File: src/rtl/seq_stream_buf.sv
module seq_stream_buf #(
  parameter int DEPTH     = 4,
  parameter int AW        = 26,
  parameter int DW        = 64,
  parameter int PAGE_BITS = 6,
  parameter int GEN_W     = 4
) (
  input  logic             clk,
  input  logic             rst_n,
  input  logic             probe_valid,
  input  logic [AW-1:0]    probe_line,
  output logic             probe_ready,
  output logic             fill_hit,
  output logic [DW-1:0]    fill_data,
  output logic             mem_req_valid,
  input  logic             mem_req_ready,
  output logic [AW-1:0]    mem_req_line,
  output logic [GEN_W-1:0] mem_req_gen,
  input  logic             mem_rsp_valid,
  input  logic [GEN_W-1:0] mem_rsp_gen,
  input  logic [DW-1:0]    mem_rsp_data
);
  localparam int PW = (DEPTH > 1) ? $clog2(DEPTH) : 1;
  localparam int CW = $clog2(DEPTH + 1);

  function automatic logic [PW-1:0] step(input logic [PW-1:0] p);
    return (p == PW'(DEPTH - 1)) ? '0 : p + 1'b1;
  endfunction

  logic [AW-1:0]    tag_q [DEPTH];
  logic [DW-1:0]    dat_q [DEPTH];
  logic [DEPTH-1:0] avl_q;
  logic [PW-1:0]    hp, tp, rp;
  logic [CW-1:0]    cnt;
  logic [AW-1:0]    nxt_line;
  logic             more;
  logic [GEN_W-1:0] gen;

  logic head_match, wait_head, wait_next, take, flush, issue, rsp_ok;

  assign head_match = (cnt != '0) && (tag_q[hp] == probe_line);
  assign wait_head  = head_match && !avl_q[hp];
  assign wait_next  = (cnt == '0) && more && (nxt_line == probe_line);
  assign probe_ready = !(wait_head || wait_next);
  assign take       = probe_valid && probe_ready;
  assign fill_hit   = take && head_match;
  assign flush      = take && !head_match;
  assign fill_data  = dat_q[hp];

  assign mem_req_valid = more && (cnt != CW'(DEPTH)) && !flush;
  assign mem_req_line  = nxt_line;
  assign mem_req_gen   = gen;
  assign issue         = mem_req_valid && mem_req_ready;
  assign rsp_ok        = mem_rsp_valid && (mem_rsp_gen == gen) && !flush;

  always_ff @(posedge clk) begin
    if (!rst_n) begin
      hp       <= '0;
      tp       <= '0;
      rp       <= '0;
      cnt      <= '0;
      nxt_line <= '0;
      more     <= 1'b0;
      gen      <= '0;
      avl_q    <= '0;
    end else if (flush) begin
      hp       <= '0;
      tp       <= '0;
      rp       <= '0;
      cnt      <= '0;
      gen      <= gen + 1'b1;
      nxt_line <= probe_line + 1'b1;
      more     <= !(&probe_line[PAGE_BITS-1:0]);
      avl_q    <= '0;
    end else begin
      if (issue) begin
        avl_q[tp] <= 1'b0;
        tp        <= step(tp);
        nxt_line  <= nxt_line + 1'b1;
        more      <= !(&nxt_line[PAGE_BITS-1:0]);
      end
      if (rsp_ok) begin
        avl_q[rp] <= 1'b1;
        rp        <= step(rp);
      end
      if (fill_hit) hp <= step(hp);
      cnt <= cnt + CW'(issue) - CW'(fill_hit);
    end
  end

  always_ff @(posedge clk) begin
    if (issue) tag_q[tp] <= nxt_line;
    if (rsp_ok) dat_q[rp] <= mem_rsp_data;
  end
endmodule

File: config.mk
export PLATFORM = sky130hd
export DESIGN_NAME = seq_stream_buf
export DESIGN_NICKNAME = d
export VERILOG_FILES = /design/src/rtl/seq_stream_buf.sv
export SDC_FILE = /design/constraint.sdc
export NUM_CORES = 1
export LEC_CHECK = 0
export BUFFER_PORTS_ARGS = -buffer_cell sky130_fd_sc_hd__buf_2
export CORE_MARGIN = 4
export CORE_UTILIZATION = 50
export DETAILED_ROUTE_END_ITERATION = 8
export PLACE_DENSITY = 0.7
export SKIP_LAST_GASP = 1
export SLEW_MARGIN = 20
export SYNTH_ARGS = -nofsm -noshare
export SYNTH_HDL_FRONTEND = slang
export SYNTH_SLANG_ARGS = --single-unit
export TNS_END_PERCENT = 5
File: constraint.sdc
create_clock -name clk -period 6.6 [get_ports clk]
set_input_delay 1.32 -clock clk [delete_from_list [all_inputs] [get_ports clk]]
set_output_delay 1.32 -clock clk [all_outputs]
set_load 0.02 [all_outputs]
==> results of run 1 <==
power breakdown:
| part | leakage, nW | internal (mW) | switching [mW] |
|---|---|---|---|
| registers | 3.64 | 2.81 | 0.0482 |
| logic | 2.35 | 0.119 | 0.173 |
| clock network | 0.628 | 1.30 | 0.920 |
kinds of logic after synthesis:
| group | after synthesis | synth area share, % |
|---|---|---|
| flip-flops | 406 | 69.6 |
| AND/OR/NAND/NOR | 198 | 6.05 |
| multiplexers | 111 | 12.8 |
| XOR/XNOR | 104 | 5.54 |
| AO/OA/AOI/OAI | 70 | 3.04 |
| buffers and inverters | 65 | 1.85 |
| adder cells (fa/ha/maj) | 14 | 1.08 |
worst paths after layout:
kind,slack (ns),startpoint,to
worst max-delay path,1.39,flop,mem_req_valid
worst min-delay path,0.49,avl_q[0],avl_q[0]
worst max register to register,1.57,flop,mem_req_line[22]
worst min register to register,0.49,avl_q[0],avl_q[0]
registers in the layout, summed over array words and instances (netlist names), named ones only:
name          count
hp                2
dat_q           256
tp                2
more              1
tag_q           104
rp                2
mem_req_line     26
mem_req_gen       4
cnt               3
avl_q             4
final cells by class:
| class | count | area share (%) |
|---|---|---|
| Clock inverter | 19 | 0.735 |
| Multi-Input combinational cell | 497 | 24.6 |
| Inverter | 12 | 0.230 |
| Timing Repair Buffer | 212 | 5.70 |
| Clock buffer | 57 | 5.87 |
| Tap cell | 442 | 2.83 |
| Antenna cell | 2 | 0.0256 |
| Sequential cell | 406 | 60.0 |
stage by stage:
step	hold slack (ns)	instances	area [um^2]
2_1_floorplan	0.448	968	16900
3_3_place_gp	0.476	1569	18300
3_5_place_dp	0.481	1569	18300
4_1_cts	0.496	1645	19600
5_1_grt	0.511	1645	19600
6_report	0.493	1647	19600
worst max-delay path: cells and delay by family (launching register included):
kind / cells / cell delay [ns]
AOI/OAI and AO/OA: 3 / 0.88
DFF: 1 / 0.81
and+or+nand+nor: 3 / 1.03
buffers and inverters: 1 / 0.17
muxes: 1 / 0.42
cells in the final DEF (no fill, tap or decap), drive strengths merged, types with 3 or more instances in the layout:
master / count
edfxtp: 360
buf: 212
mux4: 82
clkbuf: 57
xnor2: 53
xor2: 51
nor2: 47
dfxtp: 46
nand2: 41
nand3: 28
and3: 25
mux2i: 24
nand4: 19
o21ai: 16
a21oi: 14
clkinv: 14
ha: 13
inv: 13
a211oi: 13
nor3: 7
and4: 6
nor4: 6
o22ai: 5
mux2: 5
and2: 4
nand2b: 4
nor2b: 3
a32oi: 3
metal layers:
metal | part of all wire [%] | wire length, um | track usage, % | vias up
li1 | - | - | - | 4221
met1 | 42 | 15700 | 28.7 | 4747
met2 | 47 | 17500 | 32.4 | 386
met3 | 7.8 | 2880 | 4.29 | 74
met4 | 2.6 | 958 | 5.77 | 2
met5 | 0.030 | 11 | 0 | -
synthesized netlist by cell type (all sizes together), types with 2 or more instances:
cell	number	area [um^2]
nand2b	4	25.0
nand3	28	140
or3	2	12.5
nor2b	3	18.8
mux4	82	1870
a211oi	13	123
or4	2	15.0
a21oi	14	81.3
o21ai	16	80.1
a32oi	3	26.3
xor2	51	447
and4	6	52.6
ha	13	163
mux2	5	56.3
buf	26	164
edfxtp	360	10800
inv	12	45.0
nand2	41	154
o211ai	2	15.0
xnor2	53	487
nor4	6	43.8
dfxtp	46	921
o21a	2	15.0
nor3	7	35.0
and3	25	161
o22ai	5	31.3
mux2i	24	240
o221ai	2	17.5
clkbuf	27	103
a22oi	2	15.0
and2	4	25.0
nor2	47	179
nand4	19	119
==> summary.md, run 1 <==
The final layout contains routed wiring with a total length of 37.0 mm. The largest single stage delay on the critical path is 0.81 ns. Setup repair after global routing left no endpoint under its margin. The number of nets in the synthesized netlist is 1081. The logs give 33.3% for the worst-case headroom to the max-slew limit and 0.886 for the final weighted congestion in routability-driven placement. By startpoint and endpoint, the worst setup path is classified as flop to output pin. Number of hold violations in the final report: 0.

The tools report the net count reported at finish as 1284. The clock transition at the registers of the reported paths is 0.06 ns. Gates resized during post-CTS repair numbered 0. The final-layout setup total negative slack was 0 ns; the number of buffer cells added on primary ports was 195. For this run, design rule violations remaining after detail routing come to 0. The worst setup path is captured at an output pin. The run finished with clean final reports. For this run, the top clock speed supported by timing is 0.192 GHz. Pin placement for this block handled 196 I/O pins.

STA classifies the critical path startpoint as a flop. The number of filler cells placed in the layout was 2533; the total design power was 5.37 mW. The logs give 0 for the max-capacitance violation count and 7 for the number of iterations in the first detailed-routing pass. The run gives 24.2 mm as the final HPWL from detailed placement. The post-synthesis async set-or-reset flop share works out to 0%. The analysis attributes to cell leakage a power of 6.62 nW. The number of hold buffers added after CTS was 0.

The count of nets left with antenna violations once routing finished came out at 0. The worst clock skew came out at 0.0321 ns. The run gives 406 as the TritonCTS sink count. The most used flip-flop cell after synthesis is sky130_fd_sc_hd__edfxtp_1. The tools report the depth of the CTS H-tree as 2. Relative to the synthesized area, the layout overhead comes to 16.1%. The mapped netlist covers 16900 um^2.

Synthesis inferred 406 register bits. The multi-input combinational cells in the finished layout cover a total of 4820 um^2. For the global-route total usage across every layer, the log shows 20.3%.

Across the whole layout, storage elements account for 11700 um^2. Data on the critical path is required at its endpoint by 5.28 ns. Counting cells, the worst reg-to-reg path comes to 17. After synthesis, flip-flops and latches occupy 69.6% of the total area.

Averaged over all synthesized cells, the footprint is 17.4 um^2. Entering global routing, the biggest net connects 65 pins. Counting instances, the worst hold path has a depth of 2. For this design the ratio of total power to cell area is 274 nW/um^2. The logs give 59.6% for the final core area utilization and 0 for the final-report setup violation count. The worst path uses 79.0% of the clock period.

After detailed routing, the average wire length per cell comes to 22.5 um. IR analysis of the VDD net gives a maximum drop of 0.174 mV. The number of antenna violations at the first check in global routing was 4; the count of buffers added by post-CTS timing repair for setup was 0. The signal on the critical path passes through mux2_2, a221o_1, a2111oi_2, and4b_1, a31oi_1, nor2_4, and3_1, buf_2. The first global-routing pass estimated 57.0 mm of wire. The floorplan step defined a core boundary enclosing 32900 um^2.

The tools report the number of global-route vias before repair as 9640. TritonCTS built the clock tree. The tools report the final global-route overflow total as 0.

The height of the chip is 192 um, and the count of warnings emitted by yosys is 0. In the final layout, the share of cells above drive strength 1 is 30.8%. The DRC marker count from the first detailed-route iteration is 809, and the distinct cell type count of the synthesized netlist is 63. The number of enable flip-flop cells after synthesis is 360, and the vias per cell is 5.73.

The clock network latency to the later pin of the worst-skew pair was 0.55 ns. The worst hold path belongs to the class flop to flop. The tools report the total via count in the routed design as 9430. In this run, CTS created clock tree buffers numbering 42. Of all nets on the critical path, the largest fanout is 45. The arrival time at the worst endpoint was 3.89 ns; the starting density of the core was 51.3%.

For the number of standard cells after synthesis, the log shows 968. The floorplan step defined a die boundary enclosing 36700 um^2. The final max-slew violation count was 0.

The clock passes through at most 3 buffers. Horizontal die dimension: 192 um. The tools report the standard-cell row count as 66. Clock tree synthesis selected as its root buffer the cell sky130_fd_sc_hd__clkbuf_16.

Time the final worst path needs with I/O delays and setup: 5.21 ns. Among all stages on the critical path, the largest delay is contributed by sky130_fd_sc_hd__dfxtp_4. The worst-case setup margin in the final layout was 1.39 ns; the transition time of the tightest slew-check pin was 1.00 ns. The tools report the worst slack after detailed placement as 1.18 ns.
No activity file was read; power rests on OpenSTA's default activity.
==> inputs of run 2 (changes only) <==
--- a/config.mk
+++ b/config.mk
@@ -5,6 +5,7 @@
 export SDC_FILE = /design/constraint.sdc
 export NUM_CORES = 1
 export LEC_CHECK = 0
+export ABC_AREA = 1
 export BUFFER_PORTS_ARGS = -buffer_cell sky130_fd_sc_hd__buf_2
 export CORE_MARGIN = 4
 export CORE_UTILIZATION = 50
==> constraint.sdc (replaced) <==
create_clock -name clk -period 5.4 [get_ports clk]
set_input_delay 1.08 -clock clk [delete_from_list [all_inputs] [get_ports clk]]
set_output_delay 1.08 -clock clk [all_outputs]
set_load 0.02 [all_outputs]
==> run 2 against run 1 <==
Clock skew is 0.010 ns lower. Area after synthesis is 7.4% higher. Via count is 44% higher. Count of clock-buffer cells in the layout is 2 higher. Synthesized cell count is 82% higher. Register-to-register slack worse by 0.69 ns. Utilization is 1.1 points lower. Cell count is 48% higher. Final area is 6.4% higher. Sequential power is 23% higher.
==> summary.md, run 2 <==
Summing every instance area after synthesis gives 18100 um^2. Clock tree synthesis inserted a total of 43 buffers. The run gives 0 as the number of hold violations in the final report.

The distinct cell type count of the synthesized netlist is 49, and the vias per cell is 5.55. The most used flip-flop cell after synthesis was sky130_fd_sc_hd__edfxtp_1. At the pin with the least slew margin, the transition time is 1.07 ns. Cell taking the most area after synthesis: sky130_fd_sc_hd__edfxtp_1.

TritonCTS built the clock tree. Broken down by cell family, the worst path's largest delay share belongs to buffers and inverters. Kind of capture point of the worst setup path: an output pin. Across the whole layout, storage elements account for 11700 um^2. The tools report the I/O pin count as 196. The logs give 406 for the TritonCTS sink count and 181 for the pin count of the biggest net entering global routing. The critical path contains buffers and inverters numbering 4 combined.

Summing all multi-input logic gate instances after layout gives 5390 um^2. The maximum number of buffers from clock root to sink is 3. Traced cell by cell, the critical path runs through inv_8, nand2_1, nand3_1, nand3_1, nand2_1, clkinv_1, nand2_1, nor2_1, nand3_2, nor2_2, a21oi_2, buf_4, buf_2. The number of buffer cells added on primary ports was 195. The floorplan step defined a die boundary enclosing 39300 um^2. The time the final worst path needs with I/O delays and setup works out to 4.96 ns.

The initialized floorplan defines 69 standard-cell rows. At the end of routability-driven placement, the weighted congestion stood at 0.920. During synthesis, Yosys emitted a total of 0 warnings.

In this run, synthesis inferred 360 flip-flops with an integrated enable. For this design the ratio of total power to cell area is 336 nW/um^2. The leakage component of the power was 8.19 nW; the top fanout value on the critical path was 180.

The run finished with clean final reports. In this run the clock root is driven by a sky130_fd_sc_hd__clkbuf_16. For this run, the total global-route usage over all layers was measured as 23.5%. The tools report the peak ir drop on the vdd network as 0.214 mV.

Total via count in the routed design: 13542. For the final-layout setup total negative slack, the log shows 0 ns. After global routing the overflow that remains totals 0. At the worst endpoint, the required time is 4.32 ns. The first global-routing pass estimated 72.6 mm of wire. By area the synthesized netlist is led by sky130_fd_sc_hd__edfxtp_1, sky130_fd_sc_hd__nand2_1, sky130_fd_sc_hd__dfxtp_1. The number of antenna violations at the first check in global routing is 3, and the height of the chip is 198 um. The logs give 0 for the final-report setup violation count and 2 for the depth of the CTS H-tree. The clock transition at the registers of the reported paths works out to 0.06 ns. By instance count, the cell type seen most on the critical path is sky130_fd_sc_hd__nand2_1. The mean post-synth cell area is 10.3 um^2. Detailed placement ended at an HPWL of 30.9 mm. dat_q holds more flip-flops than any other register. Max-cap violations in this run came to 0.

The library cell used most frequently in the layout, excluding fill and tap cells, is sky130_fd_sc_hd__nand2_1. The final period utilization was 91.8%. Setup repair after global routing left no endpoint under its margin.

Once the clock tree was built, the resizer swapped 0 gates to a different size. The type of the worst min-delay path was flop to flop. For this block, the initial DRC count from the detailed router was 1179. The critical path class is flop to output pin. Final hold analysis gives a worst-case slack of 0.482 ns.

Most frequently used cell type in the post-synthesis netlist: sky130_fd_sc_hd__nand2_1. The number of filler cells placed in the layout came out at 3036. The starting density of the core is 50.8%, and the relative area change from synthesis to final layout is 15.1%.

Counting every net in the synthesized netlist gives 1874. After synthesis, the most frequently instantiated cells are sky130_fd_sc_hd__nand2_1, sky130_fd_sc_hd__edfxtp_1, sky130_fd_sc_hd__nor2_1. The die is 198 um wide. Number of flip-flops in the largest register: 256. The number of flip-flops and latches in the synthesized netlist came out at 406.

Leaving out fill and tap cells, the most frequent cells in the layout are sky130_fd_sc_hd__nand2_1, sky130_fd_sc_hd__edfxtp_1, sky130_fd_sc_hd__nor2_1. For this run, asynchronously set or reset flops after synthesis account for 0%. The first detailed-routing pass ran for 6 iterations. The worst-case headroom to the max-slew limit came out at 28.6%.

For this run, the slowest stage of the critical path takes 0.63 ns. For this run, the post-layout net count is 2054. The share of layout cells above drive strength 1 was 16.1%; the share of the synthesized area in the top cell type was 59.7%.

The share of the Yosys chip area taken by registers is 64.8%. The later pin in the worst-skew pair is clocked with a latency of 0.56 ns. The worst setup path is launched from a flop. The core footprint was 35700 um^2. The arrival time at the worst endpoint is 3.88 ns, and the number of standard cells after synthesis is 1761. The worst clock skew was 0.0219 ns. The number of global-route vias before repair was 12844.

In this run the remaining antenna-violating nets after routing total 0. For this block, the routed nets add up to 47.1 mm of wire. Buffers inserted to repair hold after CTS numbered 0. The tools report the remaining design rule violation count as 0. Buffers added to address setup during post-CTS repair amount to 0. The fmax is 0.202 GHz, and the final max-slew violation count is 0.

The routed wire length per instance works out to 19.3 um. The slowest stage of the critical path is the sky130_fd_sc_hd__inv_8 cell.
-- run 2: worst paths after layout --
| path | depth (start not counted) | slack, ns | startpoint | endpoint |
|---|---|---|---|---|
| setup reg to reg | 21 | 0.88 | flop | cnt[2] |
| hold reg to reg | 2 | 0.48 | avl_q[2] | avl_q[2] |
| hold / removal | 2 | 0.48 | avl_q[2] | avl_q[2] |
| setup / recovery | 13 | 0.44 | flop | probe_ready |
-- run 2: power breakdown --
group	switching [mW]	leakage (nW)	internal, mW
sequential	0.0640	3.62	3.45
clock	1.19	0.671	1.68
combinational	0.420	3.90	0.186
-- run 2: metrics by stage --
step	area (um^2)	worst slack (ns)	total power, mW	std cells	utilization, %
floorplan	18100	0.834	3.94	1761	-
global placement	19400	1.04	4.17	2357	54.5
detailed placement	19400	0.911	4.18	2357	54.5
CTS	20800	0.471	7.03	2436	58.4
global route	20800	0.145	7.25	2438	58.4
finish	20800	0.445	7.00	2440	58.4
-- run 2: tightest hold or removal path, stage by stage (launching register included) --
cell	delay, ns
sky130_fd_sc_hd__dfxtp_1	0.31
sky130_fd_sc_hd__o21ai_0	0.07
sky130_fd_sc_hd__a21oi_1	0.06
-- run 2: cell type report --
| cell class | count | area share (%) |
|---|---|---|
| diodes | 4 | 0.0481 |
| clock buffers | 59 | 5.65 |
| clock inverters | 20 | 0.997 |
| inverters | 138 | 2.53 |
| multi-input cells | 1134 | 25.9 |
| flip-flops and latches | 406 | 56.4 |
| well taps | 461 | 2.77 |
| repair buffers | 218 | 5.75 |
-- run 2: cell families after synthesis --
family	Yosys count	share of synthesized area, %
adder cells (fa/ha/maj)	14	1.01
flip-flops	406	64.8
XOR/XNOR	14	0.677
AO/OA/AOI/OAI	274	8.35
buffers and inverters	221	5.52
AND/OR/NAND/NOR	832	19.6
-- run 2: routing by layer --
metal  track usage (%)  vias to the layer above  wire length (um)
li1                  -                     6473                 -
met1              33.9                     6448             20300
met2              37.2                      535             21900
met3              3.98                       86              3810
met4              6.40                        0              1090
met5                 0                        -                 0
